--- src/rtl/rng_byte_pkg.sv ---
package rng_byte_pkg;

  typedef enum logic [1:0] {
    SEL_NONE = 2'd0,
    SEL_CTRL = 2'd1,
    SEL_DATA = 2'd2,
    SEL_MODE = 2'd3
  } reg_sel_e;

  localparam int CS_EN_BIT  = 0;
  localparam int CS_RDY_BIT = 1;
  localparam int CS_HI_LSB  = 2;

endpackage

--- src/rtl/rng_addr_decode.sv ---
module rng_addr_decode
  import rng_byte_pkg::*;
#(
  parameter int ADDR_W   = 12,
  parameter int OFF_CTRL = 0,
  parameter int OFF_DATA = 4,
  parameter int OFF_MODE = 8
) (
  input  logic [ADDR_W-1:0] addr,
  output reg_sel_e          sel
);

  localparam logic [ADDR_W-1:0] A_CTRL = ADDR_W'(OFF_CTRL);
  localparam logic [ADDR_W-1:0] A_DATA = ADDR_W'(OFF_DATA);
  localparam logic [ADDR_W-1:0] A_MODE = ADDR_W'(OFF_MODE);

  always_comb begin
    sel = SEL_NONE;
    if (addr == A_CTRL)      sel = SEL_CTRL;
    else if (addr == A_DATA) sel = SEL_DATA;
    else if (addr == A_MODE) sel = SEL_MODE;
  end

endmodule

--- src/rtl/rng_cfg_regs.sv ---
module rng_cfg_regs
  import rng_byte_pkg::*;
#(
  parameter int DATA_W   = 8,
  parameter int RUN_CODE = 2
) (
  input  logic              clk,
  input  logic              rst_n,
  input  logic              wr_ctrl,
  input  logic              wr_mode,
  input  logic [DATA_W-1:0] wdata,
  output logic              en,
  output logic [DATA_W-1:CS_HI_LSB] ctrl_hi,
  output logic [DATA_W-1:0] mode,
  output logic              active
);

  localparam logic [DATA_W-1:0] RUN_VAL = DATA_W'(RUN_CODE);

  logic                    en_q, en_d;
  logic [DATA_W-1:CS_HI_LSB] hi_q, hi_d;
  logic [DATA_W-1:0]       mode_q, mode_d;

  always_comb begin
    en_d   = en_q;
    hi_d   = hi_q;
    mode_d = mode_q;
    if (wr_ctrl) begin
      en_d = wdata[CS_EN_BIT];
      hi_d = wdata[DATA_W-1:CS_HI_LSB];
    end
    if (wr_mode) mode_d = wdata;
  end

  always_ff @(posedge clk or negedge rst_n) begin
    if (!rst_n) begin
      en_q   <= 1'b0;
      hi_q   <= '0;
      mode_q <= '0;
    end else begin
      if (wr_ctrl) begin
        en_q <= en_d;
        hi_q <= hi_d;
      end
      if (wr_mode) mode_q <= mode_d;
    end
  end

  assign en      = en_q;
  assign ctrl_hi = hi_q;
  assign mode    = mode_q;
  assign active  = en_q && (mode_q == RUN_VAL);

  AST_MODE_STORE: assert property (@(posedge clk) disable iff (!rst_n)
    wr_mode |=> (mode_q == $past(wdata)));

  AST_MODE_HOLD: assert property (@(posedge clk) disable iff (!rst_n)
    !wr_mode |=> $stable(mode_q));

endmodule

--- src/rtl/rng_entropy_hold.sv ---
module rng_entropy_hold #(
  parameter int DATA_W = 8
) (
  input  logic              clk,
  input  logic              rst_n,
  input  logic              active,
  input  logic              ent_valid,
  input  logic [DATA_W-1:0] ent_data,
  input  logic              take_req,
  output logic              ent_ready,
  output logic              flag_vis,
  output logic              take_hit,
  output logic [DATA_W-1:0] held
);

  logic              flag_q, flag_d;
  logic [DATA_W-1:0] held_q, held_d;
  logic              accept;

  assign ent_ready = active && !flag_q;
  assign accept    = ent_valid && ent_ready;
  assign take_hit  = take_req && active && flag_q;

  always_comb begin
    flag_d = flag_q;
    held_d = held_q;
    if (take_hit) begin
      flag_d = 1'b0;
      held_d = '0;
    end else if (accept) begin
      flag_d = 1'b1;
      held_d = ent_data;
    end
    if (!active) flag_d = 1'b0;
  end

  always_ff @(posedge clk or negedge rst_n) begin
    if (!rst_n) begin
      flag_q <= 1'b0;
      held_q <= '0;
    end else begin
      flag_q <= flag_d;
      if (take_hit || accept) held_q <= held_d;
    end
  end

  assign flag_vis = flag_q && active;
  assign held     = held_q;

  AST_ACCEPT_SETS: assert property (@(posedge clk) disable iff (!rst_n)
    (ent_valid && ent_ready) |=> (flag_q && held_q == $past(ent_data)));

  AST_TAKE_ZEROES: assert property (@(posedge clk) disable iff (!rst_n)
    take_hit |=> (!flag_q && held_q == '0));

  AST_IDLE_DROPS: assert property (@(posedge clk) disable iff (!rst_n)
    !active |=> !flag_q);

  AST_TAKE_WINS: assert property (@(posedge clk) disable iff (!rst_n)
    (take_hit && ent_valid) |=> !flag_q);

endmodule

--- src/rtl/rng_byte_port.sv ---
module rng_byte_port
  import rng_byte_pkg::*;
#(
  parameter int ADDR_W   = 12,
  parameter int DATA_W   = 8,
  parameter int RUN_CODE = 2,
  parameter int OFF_CTRL = 0,
  parameter int OFF_DATA = 4,
  parameter int OFF_MODE = 8,
  parameter int SYNC_N   = 2
) (
  input  logic              clk,
  input  logic              rst_n,
  input  logic [ADDR_W-1:0] bus_addr,
  input  logic              bus_wr,
  input  logic [DATA_W-1:0] bus_wdata,
  input  logic              bus_rd,
  output logic [DATA_W-1:0] bus_rdata,
  output logic              bus_err,
  input  logic              ent_valid,
  input  logic [DATA_W-1:0] ent_data,
  output logic              ent_ready
);

  logic [SYNC_N-1:0] rst_pipe;
  logic              rst_s_n;

  always_ff @(posedge clk or negedge rst_n) begin
    if (!rst_n) rst_pipe <= '0;
    else        rst_pipe <= {rst_pipe[SYNC_N-2:0], 1'b1};
  end
  assign rst_s_n = rst_pipe[SYNC_N-1];

  reg_sel_e sel;

  rng_addr_decode #(
    .ADDR_W(ADDR_W), .OFF_CTRL(OFF_CTRL), .OFF_DATA(OFF_DATA), .OFF_MODE(OFF_MODE)
  ) u_dec (
    .addr(bus_addr),
    .sel (sel)
  );

  logic                      en, active;
  logic [DATA_W-1:CS_HI_LSB] ctrl_hi;
  logic [DATA_W-1:0]         mode;
  logic                      wr_ctrl, wr_mode;

  assign wr_ctrl = bus_wr && (sel == SEL_CTRL);
  assign wr_mode = bus_wr && (sel == SEL_MODE);

  rng_cfg_regs #(.DATA_W(DATA_W), .RUN_CODE(RUN_CODE)) u_cfg (
    .clk    (clk),
    .rst_n  (rst_s_n),
    .wr_ctrl(wr_ctrl),
    .wr_mode(wr_mode),
    .wdata  (bus_wdata),
    .en     (en),
    .ctrl_hi(ctrl_hi),
    .mode   (mode),
    .active (active)
  );

  logic              flag_vis, take_hit;
  logic [DATA_W-1:0] held;

  rng_entropy_hold #(.DATA_W(DATA_W)) u_hold (
    .clk      (clk),
    .rst_n    (rst_s_n),
    .active   (active),
    .ent_valid(ent_valid),
    .ent_data (ent_data),
    .take_req (bus_rd && (sel == SEL_DATA)),
    .ent_ready(ent_ready),
    .flag_vis (flag_vis),
    .take_hit (take_hit),
    .held     (held)
  );

  logic [DATA_W-1:0] rdata_d, rdata_q;
  logic              err_d, err_q;

  always_comb begin
    rdata_d = '0;
    unique case (sel)
      SEL_CTRL: rdata_d = {ctrl_hi, flag_vis, en};
      SEL_DATA: rdata_d = take_hit ? held : '0;
      SEL_MODE: rdata_d = mode;
      default:  rdata_d = '0;
    endcase
    err_d = (bus_rd || bus_wr) && (sel == SEL_NONE);
  end

  always_ff @(posedge clk or negedge rst_s_n) begin
    if (!rst_s_n) begin
      rdata_q <= '0;
      err_q   <= 1'b0;
    end else begin
      if (bus_rd) rdata_q <= rdata_d;
      err_q <= err_d;
    end
  end

  assign bus_rdata = rdata_q;
  assign bus_err   = err_q;

  AST_ERR_CAUSE: assert property (@(posedge clk) disable iff (!rst_s_n)
    err_q |-> $past(bus_rd || bus_wr));

  AST_UNDEF_ZERO: assert property (@(posedge clk) disable iff (!rst_s_n)
    (bus_rd && sel == SEL_NONE) |=> (rdata_q == '0));

  AST_IDLE_DATA_ZERO: assert property (@(posedge clk) disable iff (!rst_s_n)
    (bus_rd && sel == SEL_DATA && !active) |=> (rdata_q == '0));

endmodule

--- config.mk ---
export PLATFORM = sky130hd
export DESIGN_NAME = rng_byte_port
export DESIGN_NICKNAME = d
export VERILOG_FILES = /design/src/rtl/rng_byte_pkg.sv /design/src/rtl/rng_addr_decode.sv /design/src/rtl/rng_cfg_regs.sv /design/src/rtl/rng_entropy_hold.sv /design/src/rtl/rng_byte_port.sv
export SDC_FILE = /design/constraint.sdc
export NUM_CORES = 1
export LEC_CHECK = 0
export ABC_AREA = 1
export BUFFER_PORTS_ARGS = -buffer_cell sky130_fd_sc_hd__buf_2
export CAP_MARGIN = 20
export CORE_ASPECT_RATIO = 1.4
export CORE_MARGIN = 2
export CORE_UTILIZATION = 30
export DETAILED_ROUTE_END_ITERATION = 10
export GPL_ROUTABILITY_DRIVEN = 0
export PLACE_DENSITY = 0.53
export RECOVER_POWER = 25
export SYNTH_ARGS = -nofsm -noshare
export SYNTH_HDL_FRONTEND = slang
export SYNTH_SLANG_ARGS = --single-unit
--- constraint.sdc ---
create_clock -name clk -period 1.2 [get_ports clk]
set_input_delay 0.12 -clock clk [delete_from_list [all_inputs] [get_ports clk]]
set_output_delay 0.12 -clock clk [all_outputs]
set_load 0.03 [all_outputs]
==> impl_summary.md, run 1 <==
Timing
Setup repair after global routing could not meet its margin everywhere. The final critical-path share of the clock period is 121.3%. The actual transition at the worst max-transition pin is between 800 and 900 ps. The number of slew-limit violations in the final report came to 0. Setup violations remaining at the end of the flow were counted as 18. Derived from the worst setup path, the maximum achievable clock frequency is 0.6869 GHz. Summed over all failing endpoints, the final setup total negative slack is -3093 ps. After layout, the worst setup slack is -255.9 ps. The smallest clock period supported by the final layout is computed as between 1000 and 1500 ps. The relative slew slack is 43.02%.

The final clock skew is 6.956 ps. The number of hold violations in the final report is 0.

Global route
The via count of the first global-routing pass is 1563. Global routing consumed, over all layers together, approximately 13% of the routing resources. The number of antenna violations at the first check in global routing is 0. The total overflow left after global routing is 0. Entering global routing, the biggest net connects 34 pins. The first-pass GRT wire length is between 6000 and 7000 um.

Yosys
The distinct cell type count of the synthesized netlist is 23. In this run, synthesis inferred 0 flip-flops with an integrated enable. The synthesized design spends more area on one cell type than any other, namely sky130_fd_sc_hd__dfrtp_1. The area of the mapped netlist is 1867 um^2. The area share of the leading cell type in the synthesized netlist is about 47%.

The sequential cell area fraction in the yosys report is between 40 and 50%. The total nets after synthesis is ~260. The synthesized netlist cell count is 229.

The mean instance size in the synthesized netlist is about 8 um^2. The yosys synthesis warning count is 0. Sorting the synthesized cells by area gives the leading types as sky130_fd_sc_hd__dfrtp_1 47%, sky130_fd_sc_hd__nand2_1 16%, sky130_fd_sc_hd__inv_1 5.4%. The flop and latch count out of synthesis is 35. The main flop type after synthesis is sky130_fd_sc_hd__dfrtp_1. By instance count, the leading cell after synthesis is sky130_fd_sc_hd__nand2_1. For this run, asynchronously set or reset flops after synthesis account for between 90% and 100%. After synthesis, the most frequently instantiated cells are 80 x sky130_fd_sc_hd__nand2_1, 35 x sky130_fd_sc_hd__dfrtp_1, 27 x sky130_fd_sc_hd__inv_1.

Power and ir drop
Summed over all nets, the switching power comes to 536.5 uW. The peak supply drop is roughly 470 uV. Combinational cells account for 7.8% of the total power. Of the total power, the clock network draws 40.5%. The total leakage power is ~0.0014 uW.

The internal power of the cells totals ~1800 uW. The switching portion of total power is around 23%. Power spread over the standard cell area amounts to approximately 940 nW/um^2.

The part of the power in registers is 51.7%.

Drt
In the final routed layout, each cell accounts on average for 11.06 um. For this run, design rule violations remaining after detail routing come to 0. The per-cell via count in the routed design is 4.232. Wires add up to ~4100 um. The count of TritonRoute iterations in the first routing pass is 4. The count of nets left with antenna violations after detail routing is 0. The iteration-0 DRC count of the detailed router is 86.

The number of vias after detailed routing is roughly 1600.

Die
During I/O placement, the number of pins put on the boundary was 43. The effective utilization at floorplan is between 30% and 40%. In this run the vertical extent of the chip is just under 100 um. The horizontal die dimension is just over 70 um. The overall die area is 6879 um^2. The core outline area is between 6000 and 7000 um^2.

The standard-cell row count is 34.

Worst setup path
Setup slack on the worst reg-to-reg path comes out at -200 ps. Data on the critical path is required at its endpoint by approximately 1100 ps. The kind of end point of the critical path is a primary output. The kind of start point of the critical path is a flip-flop. The startpoint identified for the worst register-to-register timing path is u_cfg.mode[2]. The count of cells along the worst register-to-register path is 9. Data on the critical path arrives at its endpoint at about 1300 ps.

The worst register-to-register path ends at u_hold.held[6]. The critical path startpoint is u_cfg.mode[2]. The critical setup path kind is reg -> out. In this run the worst setup path terminates at ent_ready.

Of all nets on the critical path, the largest fanout is 2.

Cells and area
The area growth from synthesis to layout is 32.71%. The antenna cell count is 0. In the final layout, the share of cells above drive strength 1 is between 30% and 40%. For this run, the share of the core covered by cells in the final layout is about two fifths. For this run, the post-layout net count is 330.

In the final layout, flip-flops and latches occupy 875.8 um^2. The non-filler instance count after layout is 370. Fill cells in the final layout number 651. Summing all multi-input logic gate instances after layout gives around 900 um^2.

Clock tree
The number of H-tree levels is 2. Clock latency on the worst-skew pair, taken at its later pin, is a little under 300 ps. The CTS tree is built. Counting the buffers created by CTS gives 5. The root buffer cell chosen for the clock tree is sky130_fd_sc_hd__clkbuf_8. The maximum clock path buffer count is 2. The clock net in this run drives a total of 35 sinks. The register clock-pin slew on the reported worst setup and hold paths is 70 ps.

Run status
The flow ran to the end, but the final reports show violations. The final reports fail on negative setup slack.

Place
The number of buffer cells added on primary ports is 42. The HPWL after detailed placement is 3120 um. The instance count after placement with tap cells included is between 300 and 400.

Flow run
The max-capacitance violation count is 0.

Min path
The path class of the tightest hold or removal check is in -> reg.
[placed cells by master, fill, tap and decap left out, types with 2 or more instances in the layout]
master,instances
sky130_fd_sc_hd__a21oi_2,2
sky130_fd_sc_hd__buf_2,40
sky130_fd_sc_hd__buf_4,18
sky130_fd_sc_hd__buf_6,2
sky130_fd_sc_hd__clkbuf_1,2
sky130_fd_sc_hd__clkbuf_8,7
sky130_fd_sc_hd__dfrtp_1,35
sky130_fd_sc_hd__inv_1,27
sky130_fd_sc_hd__inv_2,2
sky130_fd_sc_hd__nand2_1,77
sky130_fd_sc_hd__nand2_2,7
sky130_fd_sc_hd__nand2_8,2
sky130_fd_sc_hd__nand3_1,14
sky130_fd_sc_hd__nand3_4,2
sky130_fd_sc_hd__nor2_1,23
sky130_fd_sc_hd__nor2_2,6
sky130_fd_sc_hd__nor2_4,4
sky130_fd_sc_hd__nor2_8,3
sky130_fd_sc_hd__o21a_1,7
sky130_fd_sc_hd__o21ai_2,7
[power groups by stage]
stage | Clock (uW) | Combinational [uW] | Sequential (uW)
after floorplan | 0 | 58.3 | 1240
after global placement | 0 | 175 | 1230
after detailed placement | 0 | 177 | 1230
after CTS | 978 | 183 | 1200
after global routing | 1020 | 204 | 1210
final | 944 | 181 | 1210
[registers in the layout, summed over array words and instances, names as in the netlist]
signal / cells
u_hold.flag_q: 1
bus_rdata: 8
rst_pipe: 2
u_cfg.ctrl_hi: 6
u_cfg.en: 1
u_hold.held: 8
u_cfg.mode: 8
bus_err: 1
[worst min path at each step]
stage                     depth (start not counted)         from        endpoint
after detailed placement                          1        rst_n     rst_pipe[1]
after CTS                                         3  ent_data[2]  u_hold.held[2]
final                                             3  ent_data[3]  u_hold.held[3]
after floorplan                                   0        rst_n     rst_pipe[0]
after global placement                            1        rst_n     rst_pipe[0]
after global routing                              3  ent_data[3]  u_hold.held[3]
[metrics by stage]
step / hold slack, ps / area (um^2) / power, uW / worst slack [ps]
2_1_floorplan: -175.6 / 1879 / 1301 / -229.2
3_3_place_gp: -93.58 / 2301 / 1403 / -236.4
3_5_place_dp: -92.49 / 2301 / 1405 / -244.6
4_1_cts: 54.02 / 2439 / 2366 / -254.3
5_1_grt: 58.35 / 2477 / 2432 / -396.4
6_report: 60.95 / 2477 / 2330 / -255.9
[worst max-delay path, stage by stage, from the launching register on]
cell	delay [ps]
sky130_fd_sc_hd__dfrtp_1	380
sky130_fd_sc_hd__nor2_1	110
sky130_fd_sc_hd__nand2_1	70
sky130_fd_sc_hd__nor2_2	160
sky130_fd_sc_hd__nand2_2	80
sky130_fd_sc_hd__nor2_4	120
sky130_fd_sc_hd__buf_6	140
[timing repair]
action | CTS | global route
gates cloned | 0 | 1
endpoints found under the setup margin | 18 | 18
resized for setup | 4 | 9
buffers inserted | 1 | 0
endpoints found under the hold margin | 2 | 0
hold buffers | 1 | 0
pin swaps | 1 | 4
[cell families (layout without fill, tap and decap cells)]
| family | count (synthesis) | after routing | share of synthesized area, % |
|---|---|---|---|
| compound gates | 18 | 18 | 7.507 |
| flops | 35 | 35 | 46.92 |
| simple gates | 141 | 142 | 37.13 |
| buf+inv | 34 | 102 | 8.244 |
| other cells | 1 | 1 | 0.2009 |
[routing by layer]
layer | part of all wire (%) | global-route usage (%) | vias to the layer above | routed length [um]
li1 | - | - | 831 | -
met1 | 43 | 14.79 | 705 | 1747
met2 | 53 | 22.64 | 26 | 2148
met3 | 3.7 | 3.527 | 4 | 153
met4 | 1.0 | 3.483 | 0 | 42
met5 | 0 | 0 | - | 0
[final cells by class]
class,instances,area share (%)
multi-input cells,161,36.41
flip-flops and latches,35,35.35
repair buffers,64,16.01
inverters,30,4.545
clock buffers,8,4.040
well taps,72,3.636
Power figures use the tool's default switching activity.
==> run 2: changes to the inputs <==
Clock period 1.2 ns to 1.4 ns, I/O delays scaled along.
==> run 2 against run 1 <==
  * Highest routed layer unchanged
  * Largest cell class unchanged
  * Largest power group is now the clock network
  * Non-clock buffer count is 5 lower
  * Critical path type unchanged
  * Sequential share of layout area is 0.16 points higher
  * Flip-flop and latch count stayed put
  * The flow still finishes with violations (negative setup slack)
  * Combinational power is 20% lower
  * Worst setup slack better by 180 ps
==> impl_summary.md, run 2 (synthesis gave the netlist of run 1 again) <==
Run status
The final reports fail on negative setup slack. The run finished, with violations left.

Min path
The path class of the tightest hold or removal check is in -> reg. The hold-critical path depth is 3.

Drt
For this run, design rule violations remaining after detail routing come to 0. The count of TritonRoute iterations in the first routing pass is 4. The number of vias after detailed routing is 1562. After detailed routing, the average wire length per cell comes to 11.14 um. The overall routed net length is 4066 um. The count of nets left with antenna violations after detail routing is 0. The iteration-0 DRC count of the detailed router is 90.

After detailed routing, the number of vias per cell comes to 4.279.

Clock tree
The maximum clock path buffer count is 2. The root cell of the clock tree is sky130_fd_sc_hd__clkbuf_8. The total clock buffers created by CTS is 5. The clock reaches the later pin of the worst-skew pair after 280 ps. TritonCTS built the clock tree. The number of H-tree levels is 2. The number of sinks driven by the clock tree is 35. Clock-pin slew was measured on the worst setup and hold paths at approximately 70 ps.

Die
The floorplan step set the die width to between 70 and 80 um. The overall die area is 6879 um^2. In this run the vertical extent of the chip is just under 100 um.

For this design the top-level I/O count stands at between 40 and 50. In this run the standard cell core region covers 6126 um^2. The floorplan has 34 rows. The initial utilization of the core area, before any placement, comes to about 30%.

Timing
The clock arrives with approximately 5.2 ps of skew. The number of setup violations in the final report is 11. Static timing analysis puts the maximum clock frequency at between 0.6 and 0.7 GHz. The final critical path takes up 105.7% of the cycle. In this run the tightest slew margin relative to its limit is 44.35%. The number of slew-limit violations in the final report is 0. After layout, the worst setup slack is -79.22 ps. The minimum clock period after layout is between 1000 and 1500 ps. Setup repair after global routing could not meet its margin everywhere. The actual transition at the worst max-transition pin is between 800 and 900 ps.

The number of hold violations in the final report came to 0.

Cells and area
The net count of the finished layout is 325. 0 antenna diodes ended up in the layout. The layout filler cell count is between 600 and 700. Compared with the post-synthesis result, the final layout area differs by 32.10%. The non-filler instance count after layout is 365.

The library cell used most frequently in the layout, excluding fill and tap cells, is sky130_fd_sc_hd__nand2_1. The fraction of layout cells with a size suffix above 1 is between 30% and 40%. In the layout the commonest cells are 76 x sky130_fd_sc_hd__nand2_1, 40 x sky130_fd_sc_hd__buf_2, 35 x sky130_fd_sc_hd__dfrtp_1, 27 x sky130_fd_sc_hd__inv_1, 22 x sky130_fd_sc_hd__nor2_1.

Power and ir drop
IR analysis of the VDD net gives a maximum drop of 435.4 uV. The power spent charging and discharging nets is approximately 460 uW. Of the total power, the share spent switching nets is between 20 and 25%.

The clock network burns 47.7% of the power. The logic gate share of total power is approximately 6.4%. The analysis attributes to cell leakage a power of 0.001415 uW. The part of the power in registers is 45.9%.

The power density of the placed cells is 912.5 nW/um^2. The internal power of the cells totals between 1500 and 2000 uW.

Worst setup path
The worst register-to-register path has a depth of 9. In this run the worst path has a maximum fanout of 2. For this run, the slowest stage of the critical path takes approximately 380 ps. The kind of end point of the critical path is a primary output. The worst path arrival time is about 1300 ps. The largest individual stage delay along the critical path comes from the cell sky130_fd_sc_hd__dfrtp_1. The critical path goes through nor2_1, nand2_1, nor2_4, nand2_2, nor2_4, buf_6. The critical setup path kind is reg -> out.

STA puts the critical path data required time at between 1000 and 1500 ps. The cell that appears most often on the critical path is sky130_fd_sc_hd__nor2_4. The kind of start point of the critical path is a flip-flop.

Place
The half-perimeter wire length after detailed placement is approximately 3100 um. The number of buffer cells added on primary ports is 42. The post-placement setup slack is -34.89 ps. The instance count after placement with tap cells included is 349.

Flow run
The max-capacitance violation count is 0.

Global route
The via count of the first global-routing pass is between 1500 and 2000. The first global-routing pass estimated approximately 7000 um of wire. Global routing finished with a remaining overflow of 0. The number of antenna violations at the first check in global routing is 0. Entering global routing, the biggest net connects 34 pins.

The overall fraction of global-route tracks in use is between 10% and 20%.
## run 2: cell types whose count changed in the layout (fill, tap and decap cells not counted), sizes merged
cell	before	now
buf	61	56
nand2	87	86
clkbuf	10	8
bufinv	0	2
nor2	36	37
## run 2: path summary, 6_finish.rpt
kind	startpoint	endpoint	slack [ps]
hold reg to reg	rst_pipe[0]	rst_pipe[1]	350
max in group asynchronous	rst_pipe[1]	bus_rdata[4]	450
setup reg to reg	u_cfg.mode[5]	u_hold.held[7]	-30
hold / removal	ent_data[6]	u_hold.held[6]	80
setup / recovery	u_cfg.mode[5]	ent_ready	-80
min in group asynchronous	rst_n	rst_pipe[0]	170
## run 2: area by class of cell
class                           instances  area [um^2]  share of cell area, %
Multi-Input combinational cell        161        908.4                  36.83
Sequential cell                        35        875.8                  35.51
Timing Repair Buffer                   59        346.6                  14.05
Inverter                               30        112.6                  4.566
Tap cell                               72        90.09                  3.653
Clock buffer                            6        72.57                  2.943
Clock inverter                          2        60.06                  2.435
## run 2: stage by stage
step	power, uW	hold WS, ps	utilization (%)	TNS [ps]	cell area (um^2)
after CTS	2289	77.78	38.89	-691.1	2382
after global placement	1193	-73.38	36.13	-240.0	2213
after detailed placement	1195	-69.72	36.13	-249.6	2213
final	2250	82.58	40.26	-217.8	2466
after global routing	2339	90.62	40.26	-1713	2466
after floorplan	1116	-155.6	-	-229.1	1879
## run 2: metal layers
layer  GRT usage [%]  wire (um)
met5               0          0
met4           4.354         57
met3           2.490        130
met2           21.92       2169
met1           15.71       1708
## run 2: what timing repair did
action / in CTS / in global routing
hold buffers: 1 / 0
buffers inserted: 2 / 4
pin swaps: 3 / 5
gates resized for setup: 4 / 11
setup endpoints to repair: 15 / 18
endpoints found under the hold margin: 2 / 0
gates cloned: 0 / 1
## run 2: power groups by stage
stage                     sequential [uW]  combinational [uW]  clock, uW
after global routing                 1030                 165       1140
after CTS                            1030                 146       1110
after detailed placement             1050                 143          0
final                                1030                 144       1070
after floorplan                      1070                50.0          0
after global placement               1050                 141          0
## run 2: worst max-delay path: cells and delay by family, from the launching register on
family                 cells  cell delay [ps]
DFF                        1              380
buffers and inverters      1              140
and+or+nand+nor            5              540
==> run 3: changes to the inputs <==
Settings changed: CORE_MARGIN 2 to 5.
==> run 3 against run 2 <==
  * The flow still finishes with violations (negative setup slack)
  * Clock power decreased by 34%
  * Worst setup slack improved by 38 ps
  * Clock skew is essentially flat
  * Critical path depth is the same
  * Sequential power hardly changed
  * Count of clock-buffer cells in the layout is 1 lower
  * Critical path type unchanged
==> impl_summary.md, run 3 (synthesis gave the netlist of run 1 again) <==
Worst setup path
In this design, the critical path's most frequently occurring cell is sky130_fd_sc_hd__nor2_2. The kind of start point of the critical path is a flip-flop. For this run, the slowest stage of the critical path takes ~400 ps. By startpoint and endpoint, the worst setup path is classified as reg -> out. The worst-path maximum fanout is 2. The kind of end point of the critical path is a primary output. At the worst endpoint, the arrival time is 1300 ps. The critical path goes through nor2_2, nand2_1, nor2_2, nand2_2, nor2_4, buf_6. On the critical path, the stage with the largest delay is an instance of sky130_fd_sc_hd__dfrtp_1. The required arrival time at the worst endpoint is between 1000 and 1500 ps.

Flow run
The max-capacitance violation count is 0.

Cells and area
After routing the design area is 2420 um^2. Across the whole layout, storage elements account for ~880 um^2. In the layout the commonest cells are 72 x sky130_fd_sc_hd__nand2_1, 40 x sky130_fd_sc_hd__buf_2, 35 x sky130_fd_sc_hd__dfrtp_1, 26 x sky130_fd_sc_hd__inv_1, 19 x sky130_fd_sc_hd__nor2_1. Of the cells placed in the final design, the portion with a size suffix greater than 1 is between 30% and 40%. The antenna cell count is 0.

Leaving out fill and tap cells, the most frequent cell in the layout is sky130_fd_sc_hd__nand2_1. The final-stage net count is ~320. The multi-input combinational cells in the finished layout cover a total of around 930 um^2.

Counting the fill cells in the layout gives about 700. From synthesis to final layout, the design area changed by 29.62%.

Timing
Setup violations remaining at the end of the flow were counted as 8. Headroom to the max-slew limit came out at roughly 45%. After layout, the worst setup slack is -40.74 ps. Setup repair after global routing could not meet its margin everywhere.

The number of hold violations in the final report is 0. The final clock skew is 4.698 ps. After routing, the total negative slack on setup checks comes to -89.53 ps. For the pin with the worst max-slew slack, the measured transition is 825.2 ps. The maximum frequency from static timing analysis is between 0.6 and 0.7 GHz. The final critical-path share of the clock period is 102.9%.

The routed design could run at a clock period as short as 1441 ps. The number of slew-limit violations in the final report is 0.

Run status
The final reports fail on negative setup slack. The run finished, with violations left.

Global route
The remaining global-route overflow is 0. The number of antenna violations at the first check in global routing is 0. The overall fraction of global-route tracks in use is between 10% and 20%.

The first-pass GRT wire length is around 7100 um. Entering global routing, the biggest net connects 34 pins. The via count of the first global-routing pass is around 1700.

Clock tree
TritonCTS built the clock tree. After clock tree synthesis, the clock-pin slew on the worst setup and hold paths is about 70 ps. The clock net in this run drives a total of 35 sinks. The root cell of the clock tree is sky130_fd_sc_hd__clkbuf_8. The clock latency on the worst-skew pair is about 290 ps. The maximum clock path buffer count is 2. The total clock buffers created by CTS is 5. The H-tree generated during clock tree synthesis spans 2 levels.

Die
The effective utilization at floorplan is 30.47%. The floorplan step defined a die boundary enclosing about 8000 um^2. The boundary pin count is 43. After floorplanning, the core was divided into 34 placement rows. The horizontal die dimension is 76.67 um.

The core outline area is a little over 6000 um^2. The height of the die is about 100 um.

Drt
The iteration-0 DRC count of the detailed router is between 40 and 50. The first TritonRoute pass finished after 4 iterations. The overall routed net length is 4176 um. For this run, design rule violations remaining after detail routing come to 0.

Using the TritonRoute via totals, the vias-per-cell ratio works out to approximately 4.3. The count of nets left with antenna violations once routing finished came out at 0. The post-detailed-route wirelength per cell is about 12 um.

Across all layers, the routed design uses roughly 1600 vias.

Power and ir drop
In this run the power density over the cells is approximately 780 nW/um^2. The total leakage power is approximately 0.0014 uW. IR analysis of the VDD net gives a maximum drop of 281.8 uV.

Place
The placed instances occupy a cell area of about 2200 um^2. In this run the tool buffered the top-level ports with 42 buffer cells. After legalization and detailed placement, the total HPWL measured 3193 um.

Min path
The type of the tightest min-delay check is in -> reg.
-- run 3: changes by cell type in the layout (fill, tap and decap cells not counted), sizes merged --
cell and delta:
buf -3, nand2 +1, clkinv +3, clkbuf -1, bufinv -2
-- run 3: where the power goes --
group | leakage (uW) | switching, uW | internal, uW
combinational | 0.000915 | 88.9 | 56.6
clock | 0.0000477 | 367 | 340
sequential | 0.000424 | 8.82 | 1020
total | 0.00139 | 465 | 1420
-- run 3: per-layer routing --
| layer | vias up | share of wire, % | global-route usage [%] |
|---|---|---|---|
| met1 | 723 | 39 | 11.55 |
| met2 | 29 | 56 | 21.52 |
| met5 | - | 0 | 0 |
| li1 | 819 | - | - |
| met4 | 0 | 1.9 | 4.038 |
| met3 | 7 | 3.3 | 2.340 |
-- run 3: repair_timing --
item	in CTS	in global routing
hold buffers	1	0
setup endpoints to repair	17	18
buffers inserted	3	0
gates cloned	1	1
pin swaps	3	5
hold endpoints to repair	2	0
resized for setup	9	13
-- run 3: through the flow --
stage | setup slack (ps) | power (uW) | std cells | hold slack, ps | util (%)
2_1_floorplan | -29.15 | 1116 | 229 | -155.6 | -
3_3_place_gp | -27.58 | 1193 | 349 | -74.31 | 36.13
3_5_place_dp | -32.30 | 1194 | 349 | -73.12 | 36.13
4_1_cts | -58.47 | 1913 | 362 | 77.70 | 38.83
5_1_grt | -154.9 | 1968 | 363 | 98.72 | 39.50
6_report | -40.74 | 1887 | 363 | 82.50 | 39.50
-- run 3: worst paths after layout --
kind	slack, ps	to	cells past startpoint	startpoint
worst max-delay path	-40	ent_ready	6	u_cfg.mode[5]
worst min-delay path	80	u_cfg.en	3	bus_wdata[0]
worst max register to register	-20	bus_rdata[0]	9	u_cfg.en
worst min register to register	350	rst_pipe[1]	0	rst_pipe[0]
max in group asynchronous	460	u_cfg.mode[1]	1	rst_pipe[1]
min in group asynchronous	170	rst_pipe[0]	2	rst_n
-- run 3: cell type report --
type / instances / share of cell area [%]
clock buffers: 5 / 2.844
clock inverters: 3 / 0.6205
inverters: 30 / 4.757
multi-input cells: 162 / 38.47
flip-flops and latches: 35 / 36.19
well taps: 72 / 3.723
repair buffers: 56 / 13.39
-- run 3: critical path: cells and delay by family, from the launching register on --
kind	cells	cell delay, ps
buf+inv	1	140
simple gates	5	480
flops	1	390
